### src/rtl/sag_pkg.sv
// Shared constants for the sag detector: widths, register addresses, bit positions.
package sag_pkg;
    localparam int NPH      = 3;
    localparam int LVL_W    = 24;
    localparam int CYC_W    = 8;
    localparam int DATA_W   = 32;
    localparam int ADDR_W   = 3;
    localparam int STS_BIT  = 16;
    localparam int PH_LSB   = 12;

    localparam logic [ADDR_W-1:0] A_LEVEL = 3'd0;
    localparam logic [ADDR_W-1:0] A_NCYC  = 3'd1;
    localparam logic [ADDR_W-1:0] A_MASK  = 3'd2;
    localparam logic [ADDR_W-1:0] A_STAT  = 3'd3;
    localparam logic [ADDR_W-1:0] A_PHST  = 3'd4;

    localparam logic [CYC_W-1:0] NCYC_RST = 8'd1;
endpackage

### src/rtl/sag_phase_trk.sv
// Per-phase half-cycle tracker. It holds the last peak sample and classifies
// each half cycle at the zero-crossing strobe as below or not below the level.
// It counts consecutive half cycles opposite to the current state and flips
// the state after ncyc of them. Assumes ncyc == 0 means "never fire".
module sag_phase_trk #(
    parameter int LVL_W = 24,
    parameter int CYC_W = 8
) (
    input  logic             clk,
    input  logic             rst_n,
    input  logic             pk_vld,
    input  logic [LVL_W-1:0] pk_mag,
    input  logic             zc,
    input  logic [LVL_W-1:0] level,
    input  logic [CYC_W-1:0] ncyc,
    input  logic             cnt_clr,
    output logic             state,
    output logic             evt
);
    logic [LVL_W-1:0] held_q;
    logic [LVL_W-1:0] cur;
    logic [CYC_W-1:0] run_q;
    logic             below;
    logic             opp;
    logic             hit;

    // Select the peak for this cycle: a fresh sample overrides the held one.
    always_comb begin
        cur   = pk_vld ? pk_mag : held_q;
        below = cur < level;
        opp   = state ? !below : below;
        hit   = (ncyc != '0) && (({1'b0, run_q} + 1'b1) == {1'b0, ncyc});
        evt   = zc && opp && hit && !cnt_clr;
    end

    // Hold the most recent valid peak sample.
    always_ff @(posedge clk) begin
        if (!rst_n)      held_q <= '0;
        else if (pk_vld) held_q <= pk_mag;
    end

    // Run counter: restart on clear, same-side half cycle or event.
    always_ff @(posedge clk) begin
        if (!rst_n)       run_q <= '0;
        else if (cnt_clr) run_q <= '0;
        else if (zc) begin
            if (!opp || hit) run_q <= '0;
            else             run_q <= run_q + 1'b1;
        end
    end

    // Phase state flips on each event.
    always_ff @(posedge clk) begin
        if (!rst_n)   state <= 1'b0;
        else if (evt) state <= !state;
    end
endmodule

### src/rtl/sag_regs.sv
// Register file: level, half-cycle count, mask, sticky status, read mux.
// A status set from any phase event wins over a host write-1 clear.
// A write to the count register pulses cnt_clr to restart all runs.
module sag_regs
    import sag_pkg::*;
#(
    parameter int N = NPH
) (
    input  logic              clk,
    input  logic              rst_n,
    input  logic              reg_wr,
    input  logic [ADDR_W-1:0] reg_addr,
    input  logic [DATA_W-1:0] reg_wdata,
    input  logic [N-1:0]      ph_state,
    input  logic              evt_any,
    output logic [DATA_W-1:0] reg_rdata,
    output logic [LVL_W-1:0]  level,
    output logic [CYC_W-1:0]  ncyc,
    output logic              cnt_clr,
    output logic              sts,
    output logic              mask
);
    logic sts_clr;

    // Decode write strobes.
    always_comb begin
        cnt_clr = reg_wr && (reg_addr == A_NCYC);
        sts_clr = reg_wr && (reg_addr == A_STAT) && reg_wdata[STS_BIT];
    end

    // Configuration registers.
    always_ff @(posedge clk) begin
        if (!rst_n) begin
            level <= '0;
            ncyc  <= NCYC_RST;
            mask  <= 1'b0;
        end else if (reg_wr) begin
            if (reg_addr == A_LEVEL) level <= reg_wdata[LVL_W-1:0];
            if (reg_addr == A_NCYC)  ncyc  <= reg_wdata[CYC_W-1:0];
            if (reg_addr == A_MASK)  mask  <= reg_wdata[STS_BIT];
        end
    end

    // Sticky status: set has priority over clear.
    always_ff @(posedge clk) begin
        if (!rst_n)       sts <= 1'b0;
        else if (evt_any) sts <= 1'b1;
        else if (sts_clr) sts <= 1'b0;
    end

    // Read mux.
    always_comb begin
        reg_rdata = '0;
        case (reg_addr)
            A_LEVEL: reg_rdata[LVL_W-1:0]       = level;
            A_NCYC:  reg_rdata[CYC_W-1:0]       = ncyc;
            A_MASK:  reg_rdata[STS_BIT]         = mask;
            A_STAT:  reg_rdata[STS_BIT]         = sts;
            A_PHST:  reg_rdata[PH_LSB+N-1:PH_LSB] = ph_state;
            default: reg_rdata = '0;
        endcase
    end
endmodule

### src/rtl/sag_irq.sv
// Active-low interrupt: low while the status bit is set and unmasked.
// Combinational so it moves in the same cycle as the status bit.
module sag_irq (
    input  logic sts,
    input  logic mask,
    output logic irq_n
);
    // Drive the interrupt level.
    always_comb irq_n = !(sts && mask);
endmodule

### src/rtl/sag_monitor.sv
// Top of the three-phase sag detector: one tracker per phase, a shared
// register file with sticky status, and the interrupt output stage.
module sag_monitor
    import sag_pkg::*;
(
    input  logic                  clk,
    input  logic                  rst_n,
    input  logic [NPH-1:0]        pk_vld,
    input  logic [NPH*LVL_W-1:0]  pk_mag,
    input  logic [NPH-1:0]        zc,
    input  logic                  reg_wr,
    input  logic [ADDR_W-1:0]     reg_addr,
    input  logic [DATA_W-1:0]     reg_wdata,
    output logic [DATA_W-1:0]     reg_rdata,
    output logic                  irq_n
);
    logic [LVL_W-1:0] level;
    logic [CYC_W-1:0] ncyc;
    logic             cnt_clr;
    logic             sts_q;
    logic             mask_q;
    logic [NPH-1:0]   ph_state;
    logic [NPH-1:0]   evt;

    for (genvar p = 0; p < NPH; p++) begin : g_ph
        sag_phase_trk #(.LVL_W(LVL_W), .CYC_W(CYC_W)) u_trk (
            .clk     (clk),
            .rst_n   (rst_n),
            .pk_vld  (pk_vld[p]),
            .pk_mag  (pk_mag[p*LVL_W +: LVL_W]),
            .zc      (zc[p]),
            .level   (level),
            .ncyc    (ncyc),
            .cnt_clr (cnt_clr),
            .state   (ph_state[p]),
            .evt     (evt[p])
        );
    end

    sag_regs #(.N(NPH)) u_regs (
        .clk       (clk),
        .rst_n     (rst_n),
        .reg_wr    (reg_wr),
        .reg_addr  (reg_addr),
        .reg_wdata (reg_wdata),
        .ph_state  (ph_state),
        .evt_any   (|evt),
        .reg_rdata (reg_rdata),
        .level     (level),
        .ncyc      (ncyc),
        .cnt_clr   (cnt_clr),
        .sts       (sts_q),
        .mask      (mask_q)
    );

    sag_irq u_irq (
        .sts   (sts_q),
        .mask  (mask_q),
        .irq_n (irq_n)
    );
endmodule

### config.mk
export PLATFORM = sky130hd
export DESIGN_NAME = sag_monitor
export DESIGN_NICKNAME = d
export VERILOG_FILES = /design/src/rtl/sag_pkg.sv /design/src/rtl/sag_phase_trk.sv /design/src/rtl/sag_regs.sv /design/src/rtl/sag_irq.sv /design/src/rtl/sag_monitor.sv
export SDC_FILE = /design/constraint.sdc
export NUM_CORES = 1
export LEC_CHECK = 0
export BUFFER_PORTS_ARGS = -buffer_cell sky130_fd_sc_hd__buf_2
export CAP_MARGIN = 20
export CORE_MARGIN = 8
export CORE_UTILIZATION = 52
export DETAILED_ROUTE_END_ITERATION = 10
export GPL_ROUTABILITY_DRIVEN = 0
export PLACE_DENSITY = 0.88
export SYNTH_ARGS = -nofsm -noshare
export SYNTH_HDL_FRONTEND = slang
export SYNTH_HIERARCHICAL = 1
export SYNTH_SLANG_ARGS = --single-unit
### constraint.sdc
create_clock -name clk -period 3.41 [get_ports clk]
set_input_delay 0.1705 -clock clk [delete_from_list [all_inputs] [get_ports clk]]
set_output_delay 0.1705 -clock clk [all_outputs]
set_load 0.05 [all_outputs]
==> results of run 1 <==
==> final timing paths <==
path	endpoint	cells past startpoint	from	slack, ps
max reg2reg	u_regs/sts	11	u_regs/level[23]	280
max	u_regs/sts	11	u_regs/level[23]	280
min	u_regs/level[20]	3	reg_wdata[20]	10
min reg2reg	u_regs/mask	2	u_regs/mask	480
==> cell families after synthesis <==
logic type                 Yosys count  synth area share
AOI/OAI and AO/OA                  119            0.0930
adders and majority gates           72             0.105
muxes                              123             0.154
DFF                                133             0.311
buffers and inverters              132            0.0744
and+or+nand+nor                    349             0.230
xor gates and xnor gates            29            0.0314
other                                1          0.000438
==> metal layers <==
metal	global-route usage	vias to the layer above	share of wire
li1	-	3583	-
met3	0.0627	78	0.080
met2	0.380	362	0.46
met5	0	-	0
met1	0.269	3487	0.41
met4	0.114	0	0.044
==> flip-flops by register name, indices dropped and copies added, names as in the netlist <==
signal	cells
u_regs/ncyc	8
u_regs/sts	1
g_ph.u_trk/held_q	72
u_regs/mask	1
u_regs/level	24
g_ph.u_trk/run_q	24
g_ph.u_trk/state	3
==> per-stage QoR <==
step           area (sq um)  hold slack, ps
5_1_grt                9960            9.52
2_1_floorplan          8580             292
6_report               9960            10.3
4_1_cts                9960            1.17
3_5_place_dp           9370             424
3_3_place_gp           9370             407
==> final cells by class <==
type / instances / area (sq um)
Inverter: 77 / 289
Multi-Input combinational cell: 700 / 5280
Timing Repair Buffer: 161 / 903
Tap cell: 220 / 275
Fill cell: 1330 / 6390
Clock inverter: 5 / 77.6
Sequential cell: 133 / 2660
Clock buffer: 23 / 468
==> placed cells by master, fill, tap and decap left out, drive strengths merged, types with 3 or more instances in the layout <==
| master | n |
|---|---|
| a21boi | 4 |
| a21o | 5 |
| a21oi | 43 |
| a22oi | 3 |
| a311oi | 4 |
| a31oi | 6 |
| and2 | 85 |
| and3 | 5 |
| and4 | 3 |
| buf | 157 |
| clkbuf | 23 |
| conb | 8 |
| dfxtp | 133 |
| dlygate4sd3 | 4 |
| ha | 72 |
| inv | 77 |
| mux2 | 69 |
| mux2i | 54 |
| nand2 | 87 |
| nand2b | 22 |
| nand3 | 14 |
| nand4 | 30 |
| nor2 | 39 |
| nor2b | 12 |
| nor3 | 10 |
| nor3b | 7 |
| nor4 | 13 |
| nor4b | 6 |
| o2111ai | 4 |
| o211ai | 11 |
| o21ai | 22 |
| o311ai | 3 |
| o31ai | 3 |
| or3 | 5 |
| xnor2 | 16 |
| xor2 | 13 |
==> critical path: cells and delay by family, from the launching register on <==
family          cells  cell delay [ps]
simple gates        6             1470
compound gates      2              340
flops               1              570
buf+inv             1               90
fa+ha+maj           1              310
xor+xnor            1              230
==> where the power goes <==
| group | leakage, nW | internal, mW | switching [mW] | total (mW) |
|---|---|---|---|---|
| clock network | 0.265 | 1.09 | 0.656 | 1.75 |
| registers | 1.09 | 1.62 | 0.0470 | 1.67 |
| logic | 2.77 | 0.358 | 0.436 | 0.795 |
==> what timing repair did <==
action                                  in CTS  in global routing
endpoints found under the setup margin       0                  0
gates resized for setup                      0                  0
hold endpoints to repair                     4                  0
hold buffers                                 4                  0
setup buffers                                0                  0
==> summary.txt, run 1 <==
Outcome
  – Status: finished, final reports clean

STA
  – RSZ-0062 raised after global routing: false
  – Final hold violation count: 0
  – Fmax: 320 MHz
  – Max-slew violation count: 0
  – Clock Skews: between 6 and 7 ps
  – Worst-margin pin slew: 672 ps
  – Setup slack after layout: ~280 ps
  – Final setup TNS: 0 ps
  – Tmin final: 3130 ps
  – Tcrit/Tclk final: 0.918
  – Slew headroom: 0.551
  – Endpoints failing setup: 0

Synthesis
  – Post-Synthesis Cells: around 960
  – FFs w/ async S/R, synth: 0
  – Mapped Area: around 8600 sq um
  – Top-count cell post-synth: dfxtp_1
  – Yosys warns: 6
  – Synth area leader: dfxtp_1
  – Register area share after synthesis: 0.311
  – Synth area leaders: dfxtp_1 (31%), ha_1 (11%), mux2_2 (9.1%)
  – Avg Synthesized Cell Area: between 8 and 9 sq um
  – Synth Flop Type: dfxtp_1
  – Count of different cell masters after synthesis: between 60 and 70
  – EDFF count, synth: 0
  – #FFs+latches synth: 133
  – Post-synth top area share: 0.311
  – Commonest cells in the netlist: dfxtp_1 (133), nand2_1 (87), and2_1 (85), inv_1 (77), ha_1 (72)

Global route
  – Vias in the first global route: around 7.5k
  – First-pass GRT wire length: 37200 um
  – Grt ovf: 0
  – Largest net degree at the start of global routing: 56
  – GRT Overall Usage: 0.230
  – Antenna violations before repair: 0

Power
  – Tot Pwr: 4.22 mW
  – Max VDD drop: roughly 0.00032 V
  – Power Dens Cells: 423 nW/um^2
  – Leak: about 4.1 nW

Detailed routing
  – DR WL/cell: 18.0 um
  – Drt drc: 0
  – DRT iter0 DRCs: 522
  – DRT Pass-1 Iters: 5
  – DR vias/cell: about 5.7
  – Vias: 7510
  – Antenna-violating nets left: 0
  – WL final: 23800 um

Critical path
  – Most used cell, CP: nor4_1
  – Crit end category: flip-flop
  – Setup crit start kind: flip-flop
  – Worst-path maximum fanout: 5
  – Critical path required time: 3690 ps
  – Crit Path Class: flip-flop to flip-flop
  – CP peak stage delay: 570 ps
  – Crit-path cells: inv_1 > ha_1 > nand4_1 > nor4_1 > o311ai_0 > nand3_1 > xor2_1 > nor4_1 > or3_1 > nor3b_1 > a41oi_1
  – Critical Path AT: 3410 ps
  – Critical Path Slowest Stage Cell: dfxtp_1

Placed design
  – Post-placement cell count: 1287
  – Input/output buffers: 132
  – DP Worst Slack: 20.9 ps
  – Post-DP HPWL: 17200 um

Die
  – FP Rows: 47
  – Initial Util: 0.523
  – Die Wd: 144 um
  – Core footprint: 16300 sq um
  – Die Area: 20800 sq um
  – Ports: approximately 150
  – Vert. Die Dim: approximately 140 um

Clock tree
  – TritonCTS clock tree: built
  – Max clock buf depth: 2
  – Clk sinks: 133
  – Clock Latency Late Sink: 420 ps
  – CTS H-tree depth: 4
  – Root Buffer: clkbuf_16
  – Inserted Clock Buffers: 17
  – Clock Pin Slew Worst Setup and Hold Paths: ~50 ps

Cells and area
  – Non-Filler Instances: 1319
  – Layout area overhead: 16.4%
  – Post-layout util: 0.609
  – Number of nets in the layout: 1278
  – Share of cells above drive strength 1: 0.245
  – Diodes inserted: 0

Run
  – Maximum capacitance violations: 0

Min path
  – Hold Crit Class: input port to flip-flop
No activity file was read; power rests on OpenSTA's default activity.
==> run 2, diff against run 1 <==
--- a/config.mk
+++ b/config.mk
@@ -8,10 +8,10 @@
 export BUFFER_PORTS_ARGS = -buffer_cell sky130_fd_sc_hd__buf_2
 export CAP_MARGIN = 20
 export CORE_MARGIN = 8
-export CORE_UTILIZATION = 52
+export CORE_UTILIZATION = 57
 export DETAILED_ROUTE_END_ITERATION = 10
 export GPL_ROUTABILITY_DRIVEN = 0
-export PLACE_DENSITY = 0.88
+export PLACE_DENSITY = 0.91
 export SYNTH_ARGS = -nofsm -noshare
 export SYNTH_HDL_FRONTEND = slang
 export SYNTH_HIERARCHICAL = 1
==> constraint.sdc (replaced) <==
create_clock -name clk -period 3 [get_ports clk]
set_input_delay 0.15 -clock clk [delete_from_list [all_inputs] [get_ports clk]]
set_output_delay 0.15 -clock clk [all_outputs]
set_load 0.05 [all_outputs]
==> run 2 against run 1 <==
Effect of this change: the flow now finishes with violations (negative setup slack); design area rose by 4.9%; non-clock buffer count rose by 26; routed wire length rose by 20%; sequential power rose by 14%; sequential share of layout area fell by 1.1 points; worst hold slack got worse by 1.9 ps; maximum frequency rose by 2.0%; die area fell by 7.8%; register-to-register slack got worse by 350 ps; final cell count fell by 0.30%; sequential cell count did not move; critical endpoint unchanged; largest power group unchanged.
==> summary.txt, run 2 (synthesis results as in run 1) <==
Outcome
  – Status: finished with violations (was finished, final reports clean)
  – Failing checks: negative setup slack

Detailed routing
  – DRT Pass-1 Iters: 8 (was 5)
  – Vias: 8228 (was 7510)
  – DR WL/cell: 21.8 um (was 18.0 um)
  – WL final: 28700 um (was 23800 um)
  – DRT iter0 DRCs: 922 (was 522)
  – Antenna-violating nets left: 0 (unchanged)
  – Drt drc: 0 (unchanged)
  – DR vias/cell: 6.26 (was 5.69)

STA
  – Tmin final: 3070 ps (was 3130 ps)
  – Worst-margin pin slew: 691 ps (was 672 ps)
  – Hold_ws: 8.42 ps (was 10.3 ps)
  – Setup slack after layout: -69.0 ps (was 280 ps)
  – Final setup TNS: -69.0 ps (was 0 ps)
  – Slew headroom: 0.539 (was 0.551)
  – RSZ-0062 raised after global routing: true (was false)
  – Final hold violation count: 0 (unchanged)
  – Max-slew violation count: 0 (unchanged)
  – Tcrit/Tclk final: 1.02 (was 0.918)
  – Clock Skews: 12.4 ps (was 6.24 ps)
  – Endpoints failing setup: 1 (was 0)
  – Fmax: 326 MHz (was 320 MHz)

Min path
  – Hold Crit Class: input port to flip-flop (unchanged)
  – HP Start: reg_wdata[21] (was reg_wdata[20])
  – Hold Crit Depth: 3 (unchanged)
  – Min-Delay Endpoint: u_regs/level[21] (was u_regs/level[20])

Critical path
  – Setup crit start kind: flip-flop (unchanged)
  – Crit Path Class: flip-flop to flip-flop (unchanged)
  – Worst R2R Start: g_ph[1].u_trk/held_q[23] (was u_regs/level[23])
  – Cell depth of the worst flop-to-flop path: 12 (was 11)
  – Crit end category: flip-flop (unchanged)
  – RR Endpoint: u_regs/sts (unchanged)
  – Critical Path Slowest Stage Cell: nor4_4 (was dfxtp_1)
  – CP peak stage delay: 420 ps (was 570 ps)
  – Family with the most delay on the worst path: simple AND/OR/NAND/NOR gates (unchanged)
  – Worst-path maximum fanout: 2 (was 5)
  – Worst R2R Setup Slack: -70 ps (was 280 ps)
  – Bufs and invs on worst path: 1 (unchanged)
  – Crit-path cells: mux2_4 > ha_4 > nand4_1 > nor4_4 > buf_4 > a221oi_4 > nand3_2 > xor2_2 > nor4_2 > or3_4 > nor3b_2 > a41oi_1 (was inv_1 > ha_1 > nand4_1 > nor4_1 > o311ai_0 > nand3_1 > xor2_1 > nor4_1 > or3_1 > nor3b_1 > a41oi_1)
  – Critical path required time: 3280 ps (was 3690 ps)
  – Critical Path AT: 3350 ps (was 3410 ps)

Die
  – FP Rows: 44 (was 47)
  – Initial Util: 0.586 (was 0.523)
  – Ports: 149 (unchanged)
  – Die Area: 19200 sq um (was 20800 sq um)
  – Vert. Die Dim: 139 um (was 144 um)
  – Core footprint: 14600 sq um (was 16300 sq um)
  – Die Wd: 139 um (was 144 um)

Cells and area
  – Fill cells: 895 (was 1330)
  – Most common cell after layout, fill and taps aside: buf_2 (was dfxtp_1)
  – Biggest regs: g_ph.u_trk/held_q x72, g_ph.u_trk/run_q x24, u_regs/level x24 (unchanged)
  – Fin area: 10400 sq um (was 9960 sq um)
  – Layout area overhead: 22.1% (was 16.4%)
  – Share of cells above drive strength 1: 0.284 (was 0.245)
  – Most frequent cells in the layout: buf_2 (131), dfxtp_1 (122), nand2_1 (87) (was dfxtp_1 (133), buf_2 (131), nand2_1 (87))
  – Max FFs per register: 72 (unchanged)
  – Number of nets in the layout: 1304 (was 1278)
  – Reg with most FFs: g_ph.u_trk/held_q (unchanged)

Placed design
  – Placement Cell Area: 9450 sq um (was 9370 sq um)
  – Post-DP HPWL: 17300 um (was 17200 um)
  – DP Worst Slack: -214 ps (was 20.9 ps)
  – Input/output buffers: 132 (unchanged)

Power
  – Power Dens Cells: 497 nW/um^2 (was 423 nW/um^2)
  – Seq pwr share: 0.368 (was 0.396)
  – Leak: 4.32 nW (was 4.12 nW)
  – Internal power: 3.70 mW (was 3.08 mW)
  – Max VDD drop: 0.000499 V (was 0.000320 V)
  – Switching portion of total power: 0.287 (was 0.270)
  – Clock share of power: 0.423 (was 0.415)
  – P_sw: 1.49 mW (was 1.14 mW)
  – Logic pwr share: 0.210 (was 0.188)

Clock tree
  – Max clock buf depth: 2 (unchanged)
  – CTS H-tree depth: 4 (unchanged)
  – Clk sinks: 133 (unchanged)
  – Root Buffer: clkbuf_16 (unchanged)
  – Clock Pin Slew Worst Setup and Hold Paths: 70 ps (was 50 ps)
  – TritonCTS clock tree: built (unchanged)
  – Inserted Clock Buffers: 17 (unchanged)
  – Clock Latency Late Sink: 430 ps (was 420 ps)

Global route
  – Grt ovf: 0 (unchanged)
  – Vias in the first global route: 8346 (was 7534)
  – GRT Overall Usage: 0.278 (was 0.230)
  – First-pass GRT wire length: 43300 um (was 37200 um)
  – Antenna violations before repair: 2 (was 0)
  – Largest net degree at the start of global routing: 72 (was 56)

Run
  – Maximum capacitance violations: 0 (unchanged)
-- run 2: cell count changes in the layout (fill, tap and decap cells not counted), sizes merged --
cell         change
clkbuf           -3
diode            +2
bufinv           +1
clkinvlp         +3
dlygate4sd3     +10
buf             +16
clkinv           +3
-- run 2: worst max path at each step --
stage | depth (start not counted) | from | to | slack (ps)
6_report | 12 | g_ph[1].u_trk/held_q[23] | u_regs/sts | -70
5_1_grt | 12 | g_ph[1].u_trk/held_q[23] | u_regs/sts | -110
4_1_cts | 11 | g_ph[2].u_trk/held_q[7] | u_regs/sts | 2
3_5_place_dp | 13 | pk_vld[2] | u_regs/sts | -210
3_3_place_gp | 12 | pk_vld[2] | u_regs/sts | -60
2_1_floorplan | 13 | pk_vld[1] | u_regs/sts | 6
-- run 2: metrics by stage --
step | utilization | cells | power [mW]
after floorplan | - | 965 | 2.56
after global routing | 0.716 | 1315 | 5.34
final | 0.716 | 1315 | 5.19
after global placement | 0.648 | 1262 | 2.80
after detailed placement | 0.648 | 1262 | 2.85
after CTS | 0.702 | 1309 | 5.04
-- run 2: layout make-up --
type,instances,area (sq um),share of cell area
inverters,77,289,0.0277
flip-flops and latches,133,2680,0.256
well taps,184,230,0.0220
multi-input cells,700,5460,0.523
clock buffers,20,467,0.0447
diodes,2,5.00,0.000479
clock inverters,12,153,0.0146
repair buffers,187,1160,0.111
-- run 2: metal layers --
| layer | vias up | global-route usage | routed length, um |
|---|---|---|---|
| met5 | - | 0 | 0 |
| met4 | 0 | 0.196 | 2230 |
| met3 | 194 | 0.0877 | 2870 |
| met2 | 558 | 0.454 | 13100 |
| met1 | 3844 | 0.300 | 10400 |
| li1 | 3632 | - | - |
-- run 2: power by group through the flow --
stage               sequential, mW  clock, mW  combinational [mW]
CTS                           1.90       2.18               0.966
global placement              1.93          0               0.872
global route                  1.91       2.27                1.15
detailed placement            1.93          0               0.915
floorplan                     1.91          0               0.650
finish                        1.91       2.19                1.09
-- run 2: what timing repair did --
item / 4_1_cts / 5_1_grt
pin swaps: 4 / 19
gates resized for setup: 6 / 31
setup buffers: 1 / 4
endpoints found under the setup margin: 1 / 7
endpoints found under the hold margin: 14 / 0
hold buffers: 14 / 0
-- run 2: worst register-to-register path, delay by kind of cell (launching register included) --
kind                       cells  cell delay [ps]
AOI/OAI and AO/OA              2              180
xor gates and xnor gates       1              220
adders and majority gates      1              280
buffers and inverters          1              190
DFF                            1              320
muxes                          1              300
and+or+nand+nor                6             1450
==> run 3, diff against run 2 <==
--- a/config.mk
+++ b/config.mk
@@ -8,10 +8,11 @@
 export BUFFER_PORTS_ARGS = -buffer_cell sky130_fd_sc_hd__buf_2
 export CAP_MARGIN = 20
 export CORE_MARGIN = 8
-export CORE_UTILIZATION = 57
+export CORE_UTILIZATION = 52
 export DETAILED_ROUTE_END_ITERATION = 10
 export GPL_ROUTABILITY_DRIVEN = 0
-export PLACE_DENSITY = 0.91
+export PLACE_DENSITY = 0.88
+export RECOVER_POWER = 50
 export SYNTH_ARGS = -nofsm -noshare
 export SYNTH_HDL_FRONTEND = slang
 export SYNTH_HIERARCHICAL = 1
==> constraint.sdc (replaced) <==
create_clock -name clk -period 2.5 [get_ports clk]
set_input_delay 0.125 -clock clk [delete_from_list [all_inputs] [get_ports clk]]
set_output_delay 0.125 -clock clk [all_outputs]
set_load 0.05 [all_outputs]
==> run 3 against run 2 <==
Effect of this change: clock power increased by 16%; first-iteration DRC count decreased by 25%; sequential power increased by 19%; sequential share of layout area decreased by 1.2 points; die area increased by 8.5%; worst hold slack improved by 19 ps; power increased by 18%; the flow finishes with violations (max-capacitance violations, max-slew violations, negative setup slack); utilization decreased by 4.8 points.
==> summary.txt, run 3 (synthesis results as in run 1) <==
STA
  – Fmax: 345 MHz (was 326 MHz)
  – Final hold violation count: 0 (unchanged)
  – Hold_ws: 27.5 ps (was 8.42 ps)
  – Clock Skews: 10.3 ps (was 12.4 ps)
  – Tcrit/Tclk final: 1.16 (was 1.02)
  – RSZ-0062 raised after global routing: true (unchanged)
  – Endpoints failing setup: 7 (was 1)
  – Worst-margin pin slew: 1770 ps (was 691 ps)
  – Setup slack after layout: -396 ps (was -69.0 ps)
  – Max-slew violation count: 46 (was 0)
  – Slew headroom: -0.178 (was 0.539)
  – Final setup TNS: -700 ps (was -69.0 ps)
  – Tmin final: 2900 ps (was 3070 ps)

Critical path
  – Crit Path Class: flip-flop to flip-flop (unchanged)
  – Family with the most delay on the worst path: simple AND/OR/NAND/NOR gates (unchanged)
  – Cell depth of the worst flop-to-flop path: 11 (was 12)
  – Worst-path maximum fanout: 3 (was 2)
  – Crit-path cells: mux2_4 > ha_4 > a21o_1 > a21o_1 > a2111oi_4 > nand4_2 > xnor2_2 > nor3b_1 > or3_1 > nor3b_2 > a41oi_2 (was mux2_4 > ha_4 > nand4_1 > nor4_4 > buf_4 > a221oi_4 > nand3_2 > xor2_2 > nor4_2 > or3_4 > nor3b_2 > a41oi_1)
  – Most used cell, CP: a21o_1
  – Critical path required time: 2800 ps (was 3280 ps)
  – Setup crit start kind: flip-flop (unchanged)
  – Bufs and invs on worst path: 0 (was 1)
  – Critical Path Slowest Stage Cell: a2111oi_4 (was nor4_4)
  – Crit end category: flip-flop (unchanged)
  – Critical Path Stages: 11 (was 12)
  – CP peak stage delay: 370 ps (was 420 ps)
  – Critical Path AT: 3190 ps (was 3350 ps)

Detailed routing
  – DR vias/cell: 5.80 (was 6.26)
  – DR WL/cell: 19.4 um (was 21.8 um)
  – Antenna-violating nets left: 0 (unchanged)
  – WL final: 27000 um (was 28700 um)
  – DRT iter0 DRCs: 690 (was 922)
  – Vias: 8068 (was 8228)
  – DRT Pass-1 Iters: 6 (was 8)
  – Drt drc: 0 (unchanged)

Cells and area
  – Layout area overhead: 27.6% (was 22.1%)
  – Fin area: 10900 sq um (was 10400 sq um)
  – Diodes inserted: 0 (was 2)
  – Post-layout util: 0.668 (was 0.716)
  – Fill cells: 1199 (was 895)
  – Biggest regs: g_ph.u_trk/held_q x72, g_ph.u_trk/run_q x24, u_regs/level x24 (unchanged)
  – Most frequent cells in the layout: buf_2 (131), dfxtp_1 (126), nand2_1 (85) (was buf_2 (131), dfxtp_1 (122), nand2_1 (87))
  – Most common cell after layout, fill and taps aside: buf_2 (unchanged)
  – Reg with most FFs: g_ph.u_trk/held_q (unchanged)
  – Number of nets in the layout: 1346 (was 1304)
  – Share of cells above drive strength 1: 0.308 (was 0.284)
  – Non-Filler Instances: 1391 (was 1315)
  – Max FFs per register: 72 (unchanged)

Die
  – Die Area: 20800 sq um (was 19200 sq um)
  – Initial Util: 0.523 (was 0.586)
  – Core footprint: 16300 sq um (was 14600 sq um)
  – Ports: 149 (unchanged)
  – Vert. Die Dim: 144 um (was 139 um)
  – FP Rows: 47 (was 44)
  – Die Wd: 144 um (was 139 um)

Clock tree
  – TritonCTS clock tree: built (unchanged)
  – Clk sinks: 133 (unchanged)
  – CTS H-tree depth: 4 (unchanged)
  – Max clock buf depth: 2 (unchanged)
  – Clock Pin Slew Worst Setup and Hold Paths: 60 ps (was 70 ps)
  – Inserted Clock Buffers: 17 (unchanged)
  – Clock Latency Late Sink: 440 ps (was 430 ps)
  – Root Buffer: clkbuf_16 (unchanged)

Global route
  – Vias in the first global route: 8025 (was 8346)
  – Routing usage on met2: 0.421 (was 0.454)
  – M1 GR Usage: 0.290 (was 0.300)
  – First-pass GRT wire length: 40400 um (was 43300 um)
  – Antenna violations before repair: 0 (was 2)
  – Grt ovf: 0 (unchanged)
  – GRT Overall Usage: 0.251 (was 0.278)
  – Grt met3 use: 0.0532 (was 0.0877)
  – Layer carrying the most global-route usage: met2 (unchanged)
  – Largest net degree at the start of global routing: 78 (was 72)

Placed design
  – DP Worst Slack: -564 ps (was -214 ps)
  – Input/output buffers: 132 (unchanged)
  – Post-placement cell count: 1333 (was 1262)
  – Post-DP HPWL: 18400 um (was 17300 um)
  – Placement Cell Area: 9940 sq um (was 9450 sq um)

Min path
  – Hold Crit Depth: 3 (unchanged)
  – Hold Crit Class: input port to flip-flop (unchanged)

Power
  – Leak: 4.51 nW (was 4.32 nW)
  – Power Dens Cells: 561 nW/um^2 (was 497 nW/um^2)
  – Max VDD drop: 0.000578 V (was 0.000499 V)
  – Tot Pwr: 6.13 mW (was 5.19 mW)

Run
  – Maximum capacitance violations: 1 (was 0)

Outcome
  – Status: finished with violations (unchanged)
  – Failing checks: max-capacitance violations, max-slew violations, negative setup slack (was negative setup slack)
==> run 3: cell types whose count changed in the layout (fill, tap and decap cells not counted), sizes merged <==
cell,before,now
buf,173,203
dlygate4sd3,14,23
clkbuf,20,23
diode,2,0
bufinv,3,2
clkinv,5,6
clkinvlp,4,3
inv,77,78
==> run 3: worst paths after layout <==
kind,end,slack (ps),startpoint
max reg2reg,u_regs/sts,-400,g_ph[0].u_trk/held_q[21]
min,u_regs/ncyc[3],30,reg_wdata[3]
min reg2reg,u_regs/mask,480,u_regs/mask
max,u_regs/sts,-400,g_ph[0].u_trk/held_q[21]
==> run 3: metal layers <==
layer  routed length (um)  part of all wire  up-vias
li1                     -                 -     3714
met1                10500              0.39     3837
met2                12900              0.48      415
met3                 2260             0.084      102
met4                 1260             0.047        0
met5                    0                 0        -
==> run 3: tightest hold or removal path, cell delays in order <==
cell and delay [ps]:
buf_2 100, nand2_1 100, mux2i_1 80
==> run 3: report_power, final <==
group	internal [mW]	switching [mW]
combinational	0.609	0.707
clock	1.52	1.02
sequential	2.21	0.0560
total	4.34	1.79
==> run 3: layout make-up <==
type,instances,area (sq um),area share
flip-flops and latches,133,2670,0.245
well taps,220,275,0.0252
clock inverters,12,129,0.0118
clock buffers,20,457,0.0418
multi-input cells,700,5610,0.514
inverters,77,289,0.0265
repair buffers,229,1490,0.136
==> run 3: repair_timing <==
| item | in CTS | in global routing |
|---|---|---|
| hold buffers | 23 | 0 |
| cloned | 0 | 1 |
| endpoints found under the setup margin | 9 | 24 |
| hold endpoints to repair | 27 | 0 |
| pin swaps | 2 | 22 |
| resized for setup | 1 | 26 |
| buffers inserted | 0 | 2 |
